File: src/rtl/rx_pkg.sv
package rx_pkg;

    typedef enum logic [1:0] {
        ST_IDLE   = 2'd0,
        ST_DATA   = 2'd1,
        ST_PARITY = 2'd2
    } rx_state_e;

    typedef enum logic {
        TM_OFF  = 1'b0,
        TM_WAIT = 1'b1
    } tm_state_e;

endpackage

File: src/rtl/rx_frame_fsm.sv
module rx_frame_fsm
    import rx_pkg::*;
#(
    parameter int DATA_W = 8
) (
    input  logic              clk,
    input  logic              rst_n,
    input  logic              tick,
    input  logic              line,
    output logic [DATA_W-1:0] byte_q,
    output logic              valid_q,
    output logic              perr_q,
    output logic              start_det,
    output logic              frame_end
);

    localparam int CNT_W = $clog2(DATA_W + 1);
    localparam logic [CNT_W-1:0] LAST_BIT = CNT_W'(DATA_W - 1);

    rx_state_e         state_q, state_d;
    logic [CNT_W-1:0]  bit_cnt_q;
    logic [DATA_W-1:0] shift_q;

    // next-state and event decode
    always_comb begin
        state_d   = state_q;
        start_det = 1'b0;
        frame_end = 1'b0;
        unique case (state_q)
            ST_IDLE: begin
                if (tick && !line) begin
                    state_d   = ST_DATA;
                    start_det = 1'b1;
                end
            end
            ST_DATA: begin
                if (tick && bit_cnt_q == LAST_BIT) begin
                    state_d = ST_PARITY;
                end
            end
            ST_PARITY: begin
                if (tick) begin
                    state_d   = ST_IDLE;
                    frame_end = 1'b1;
                end
            end
            default: state_d = ST_IDLE;
        endcase
    end

    // state register
    always_ff @(posedge clk or negedge rst_n) begin
        if (!rst_n) begin
            state_q <= ST_IDLE;
        end else begin
            state_q <= state_d;
        end
    end

    // shift path
    always_ff @(posedge clk or negedge rst_n) begin
        if (!rst_n) begin
            bit_cnt_q <= '0;
            shift_q   <= '0;
        end else if (state_q == ST_IDLE) begin
            bit_cnt_q <= '0;
        end else if (state_q == ST_DATA && tick) begin
            shift_q   <= {shift_q[DATA_W-2:0], line};
            bit_cnt_q <= bit_cnt_q + 1'b1;
        end
    end

    // outputs: expected parity is the inverse of the data XOR
    always_ff @(posedge clk or negedge rst_n) begin
        if (!rst_n) begin
            byte_q  <= '0;
            valid_q <= 1'b0;
            perr_q  <= 1'b0;
        end else begin
            valid_q <= frame_end;
            perr_q  <= 1'b0;
            if (frame_end) begin
                byte_q <= shift_q;
                perr_q <= (line == ^shift_q);
            end
        end
    end

endmodule

File: src/rtl/rx_gap_monitor.sv
module rx_gap_monitor #(
    parameter int MIN_GAP = 2
) (
    input  logic clk,
    input  logic rst_n,
    input  logic tick,
    input  logic start_det,
    input  logic frame_end,
    output logic gap_err
);

    localparam int GW = $clog2(MIN_GAP + 1);
    localparam logic [GW-1:0] GAP_LAST = GW'(MIN_GAP - 1);

    logic          watch_q;
    logic [GW-1:0] idle_cnt_q;

    always_ff @(posedge clk or negedge rst_n) begin
        if (!rst_n) begin
            watch_q    <= 1'b0;
            idle_cnt_q <= '0;
            gap_err    <= 1'b0;
        end else begin
            gap_err <= 1'b0;
            if (frame_end) begin
                watch_q    <= 1'b1;
                idle_cnt_q <= '0;
            end else if (start_det) begin
                gap_err <= watch_q;
                watch_q <= 1'b0;
            end else if (tick && watch_q) begin
                if (idle_cnt_q == GAP_LAST) begin
                    watch_q <= 1'b0;
                end else begin
                    idle_cnt_q <= idle_cnt_q + 1'b1;
                end
            end
        end
    end

endmodule

File: src/rtl/rx_resp_timer.sv
module rx_resp_timer
    import rx_pkg::*;
#(
    parameter int TIMEOUT_TICKS = 20
) (
    input  logic clk,
    input  logic rst_n,
    input  logic tick,
    input  logic start_det,
    input  logic cmd_done,
    output logic timeout_err
);

    localparam int TW = $clog2(TIMEOUT_TICKS + 1);
    localparam logic [TW-1:0] T_LAST = TW'(TIMEOUT_TICKS - 1);

    tm_state_e     tm_q, tm_d;
    logic [TW-1:0] cnt_q;
    logic          expire;

    always_comb begin
        tm_d   = tm_q;
        expire = 1'b0;
        unique case (tm_q)
            TM_OFF: begin
                if (cmd_done) tm_d = TM_WAIT;
            end
            TM_WAIT: begin
                if (cmd_done) begin
                    tm_d = TM_WAIT;
                end else if (start_det) begin
                    tm_d = TM_OFF;
                end else if (tick && cnt_q == T_LAST) begin
                    tm_d   = TM_OFF;
                    expire = 1'b1;
                end
            end
            default: tm_d = TM_OFF;
        endcase
    end

    always_ff @(posedge clk or negedge rst_n) begin
        if (!rst_n) begin
            tm_q <= TM_OFF;
        end else begin
            tm_q <= tm_d;
        end
    end

    always_ff @(posedge clk or negedge rst_n) begin
        if (!rst_n) begin
            cnt_q       <= '0;
            timeout_err <= 1'b0;
        end else begin
            timeout_err <= expire;
            if (cmd_done) begin
                cnt_q <= '0;
            end else if (tm_q == TM_WAIT && tick && !start_det) begin
                cnt_q <= cnt_q + 1'b1;
            end
        end
    end

endmodule

File: src/rtl/serial_byte_rx.sv
module serial_byte_rx #(
    parameter int DATA_W        = 8,
    parameter int MIN_GAP       = 2,
    parameter int TIMEOUT_TICKS = 20
) (
    input  logic              clk,
    input  logic              rst_n,
    input  logic              bit_en,
    input  logic              rx_line,
    input  logic              cmd_done,
    output logic [DATA_W-1:0] rx_byte,
    output logic              rx_valid,
    output logic              parity_err,
    output logic              timeout_err,
    output logic              gap_err
);

    logic start_det;
    logic frame_end;

    rx_frame_fsm #(.DATA_W(DATA_W)) u_frame (
        .clk       (clk),
        .rst_n     (rst_n),
        .tick      (bit_en),
        .line      (rx_line),
        .byte_q    (rx_byte),
        .valid_q   (rx_valid),
        .perr_q    (parity_err),
        .start_det (start_det),
        .frame_end (frame_end)
    );

    rx_gap_monitor #(.MIN_GAP(MIN_GAP)) u_gap (
        .clk       (clk),
        .rst_n     (rst_n),
        .tick      (bit_en),
        .start_det (start_det),
        .frame_end (frame_end),
        .gap_err   (gap_err)
    );

    rx_resp_timer #(.TIMEOUT_TICKS(TIMEOUT_TICKS)) u_timer (
        .clk         (clk),
        .rst_n       (rst_n),
        .tick        (bit_en),
        .start_det   (start_det),
        .cmd_done    (cmd_done),
        .timeout_err (timeout_err)
    );

endmodule

File: config.mk
export PLATFORM = sky130hd
export DESIGN_NAME = serial_byte_rx
export DESIGN_NICKNAME = d
export VERILOG_FILES = /design/src/rtl/rx_pkg.sv /design/src/rtl/rx_frame_fsm.sv /design/src/rtl/rx_gap_monitor.sv /design/src/rtl/rx_resp_timer.sv /design/src/rtl/serial_byte_rx.sv
export SDC_FILE = /design/constraint.sdc
export NUM_CORES = 1
export LEC_CHECK = 0
export ABC_AREA = 1
export BUFFER_PORTS_ARGS = -buffer_cell sky130_fd_sc_hd__clkbuf_2
export CAP_MARGIN = 20
export CORE_UTILIZATION = 57
export DETAILED_ROUTE_END_ITERATION = 12
export GPL_TIMING_DRIVEN = 1
export PLACE_DENSITY = 0.77
export SYNTH_ARGS = -nofsm -noshare
export SYNTH_HDL_FRONTEND = slang
export SYNTH_SLANG_ARGS = --single-unit
export TNS_END_PERCENT = 10
File: constraint.sdc
create_clock -name clk -period 1.3 [get_ports clk]
set_input_delay 0.065 -clock clk [delete_from_list [all_inputs] [get_ports clk]]
set_output_delay 0.065 -clock clk [all_outputs]
set_load 0.005 [all_outputs]
==> metrics.txt <==
Least-Margin Pin Slew 0.451 ns; hold path depth 4; Slew Viols, Final 0; H-tree depth 2; Synth Cell Area 1680 um2; Final ANT Viol Nets 0; critical hold path startpoint rx_line; DIE HEIGHT 56.2 um; Avg Cell Area, Syn 8.34 um2; DR iter-0 viols 55; largest area contributor in the netlist dfrtp_1; synth unique cells 24; share of cells above drive strength 1 19.4%; yosys synthesis warning count 0; Initial Util 60.2%; WHS Endpoint u_gap.gap_err; Post-synth ARST share 100%; GP Congestion ~0.85; static leakage 1.02 nW; critical path's slowest cell dfrtp_1; drt first pass iters 4; startpoint class of the critical path register; crit-path cells inv_2 > nand2_4 > inv_4 > nand3_4 > nand2_4 > o21ai_4 > inv_2 > nand2_1 > nand2_1; grt ovf 0; most frequent cells after synthesis 66 x nand2_1, 35 x dfrtp_1, 22 x inv_1, 22 x o21ai_0, 15 x nand3_1; CTS tree yes; DIE WIDTH about 56 um; Num CTS Buffers 5; worst reg2reg path endpoint u_timer.cnt_q[2]; clock buffer depth 2; via count 1,388; min Tclk post-route 1.25 ns; number of setup violations in the final report 0; Inserted Diodes 0; Max Cap Viol 0; Clock Sinks 35; largest net degree at the start of global routing 36; Crit path largest cell delay approximately 0.42 ns; vias in the first global route between 1,000 and 1,500; sequential fraction of the synthesis area a little over half; clock-pin slew on the worst setup and hold paths about 0.11 ns; Routed WL roughly 3300 um; Total Die Area 3160 um2; DRC 0; Total GRT Usage about 25%; required time of the critical path around 1.5 ns; hpwl dp 2330 um; status complete, no violations; PD cells 1820 nW/um2; RSZ-0062 raised after global routing true; R2R setup slack ~0.052 ns; WP data arrival 1.49 ns; CP endpoint kind register; Area Overhead vs Synth 14.9%; clock latency on the worst-skew pair between 0.3 and 0.4 ns; Main synth FF type dfrtp_1; class of the tightest hold or removal check in -> reg; tightest hold margin 0.0970 ns; syn nets 209; core area 2780 um2; Max Clk Rate approximately 800 MHz; cells after synthesis between 200 and 250; Hold Vio Cnt, Final 0; Via density 5.38; VDD IR-drop max about 0.0014 V; Clock Tree Root clkbuf_4; fin nets 234; Layout Skew roughly 0.0086 ns; io pins 17; Setup Crit Path Kind reg -> reg; top-area cell type share of the netlist area 52.3%; Worst R2R Start u_frame.state_q[1]; final core utilization 69.2%; number of flops mapped to enable cells by yosys 0; Reg2Reg Depth 9; top post-synthesis cells by area dfrtp_1 52%, nand2_1 15%, o21ai_0 6.6%; dominant cell by count in the synthesized netlist nand2_1; critical path fanouts, max 5; Port Buffer Count 16; Relative slew margins 69.9%; Cell Rows 19; Total Power 0.00351 W; per-cell routed wire length 12.9 um; Final Cycle Share 96.0%; initial antenna violation count 0; first-pass GRT wire length between 5000 and 6000 um; flops & latches, synth 35
## worst max path at each step
stage	start	end	slack, ns	depth (start not counted)
global route	u_frame.state_q[1]	u_timer.cnt_q[3]	-0.04	9
finish	u_frame.state_q[1]	u_timer.cnt_q[2]	0.05	9
detailed placement	u_frame.state_q[0]	u_gap.idle_cnt_q[1]	0.03	8
global placement	u_frame.state_q[0]	u_gap.idle_cnt_q[1]	0.12	8
CTS	u_frame.state_q[0]	u_gap.idle_cnt_q[1]	0.01	8
floorplan	u_frame.state_q[0]	u_gap.idle_cnt_q[1]	0.19	8
## state kept, by name, summed over array words and instances (netlist names)
register             cells
u_timer.cnt_q            5
u_frame.perr_q           1
u_timer.timeout_err      1
u_frame.valid_q          1
u_timer.tm_q             1
u_frame.state_q          2
u_gap.gap_err            1
u_gap.watch_q            1
u_frame.bit_cnt_q        4
u_frame.byte_q           8
u_gap.idle_cnt_q         2
u_frame.shift_q          8
## logic make-up (layout without fill, tap and decap cells)
| family | count (synthesis) | count (layout) | synth area share, % |
|---|---|---|---|
| flops | 35 | 35 | 52.3 |
| compound gates | 28 | 28 | 9.34 |
| xor+xnor | 4 | 4 | 2.09 |
| buf+inv | 30 | 56 | 7.84 |
| fa+ha+maj | 3 | 3 | 2.24 |
| simple gates | 101 | 101 | 26.2 |
## repair_timing
item | in CTS | in global routing
buffers inserted | 0 | 1
resized for setup | 0 | 10
endpoints found under the hold margin | 36 | 0
setup endpoints to repair | 0 | 20
hold buffers | 2 | 0
## placed cells by master (no fill, tap or decap), drive strengths merged
cell type,n
a21oi,2
o31ai,1
nor2,11
nand3b,1
dfrtp,35
clkinv,1
inv,25
xnor2,1
dlygate4sd3,2
buf,5
xor2,3
bufinv,1
nand4,1
nor4,1
ha,3
nor3,3
o21a,1
nand2,68
nand3,16
clkbuf,22
o21ai,24
## per-layer routing
metal  routed length, um  share of wire (%)  vias to the layer above  global-route usage, %
met5                   0                  0                        -                      0
met4                  88                2.6                        0                   15.0
met3                 138                4.1                       11                   4.88
met2                1640                 49                       31                   40.1
met1                1470                 44                      664                   29.9
li1                    -                  -                      682                      -
## where the power goes
| part | internal (W) | switching, W |
|---|---|---|
| logic | 0.000442 | 0.000712 |
| clock network | 0.000454 | 0.000386 |
| registers | 0.00131 | 0.000205 |
## critical path, delay by kind of cell (launching register included)
kind	cells	cell delay (ns)
AND/OR/NAND/NOR	5	0.36
AO/OA/AOI/OAI	1	0.19
buffers and inverters	3	0.17
flip-flops	1	0.42
## per-stage QoR
stage | area (um2) | setup slack [ns] | cells | setup TNS, ns
4_1_cts | 1910 | 0.0123 | 257 | 0
6_report | 1930 | 0.0525 | 258 | 0
5_1_grt | 1930 | -0.0357 | 258 | -0.121
3_3_place_gp | 1800 | 0.119 | 247 | 0
2_1_floorplan | 1680 | 0.189 | 201 | 0
3_5_place_dp | 1800 | 0.0276 | 247 | 0
## final cells by class
cell class / instances / area (um2)
clock buffers: 6 / 51.3
clock inverters: 2 / 35.0
fillers: 222 / 856
inverters: 25 / 96.3
multi-input cells: 136 / 678
flip-flops and latches: 35 / 876
well taps: 31 / 38.8
repair buffers: 23 / 150
Note: power is estimated with default switching activity, not from simulation.
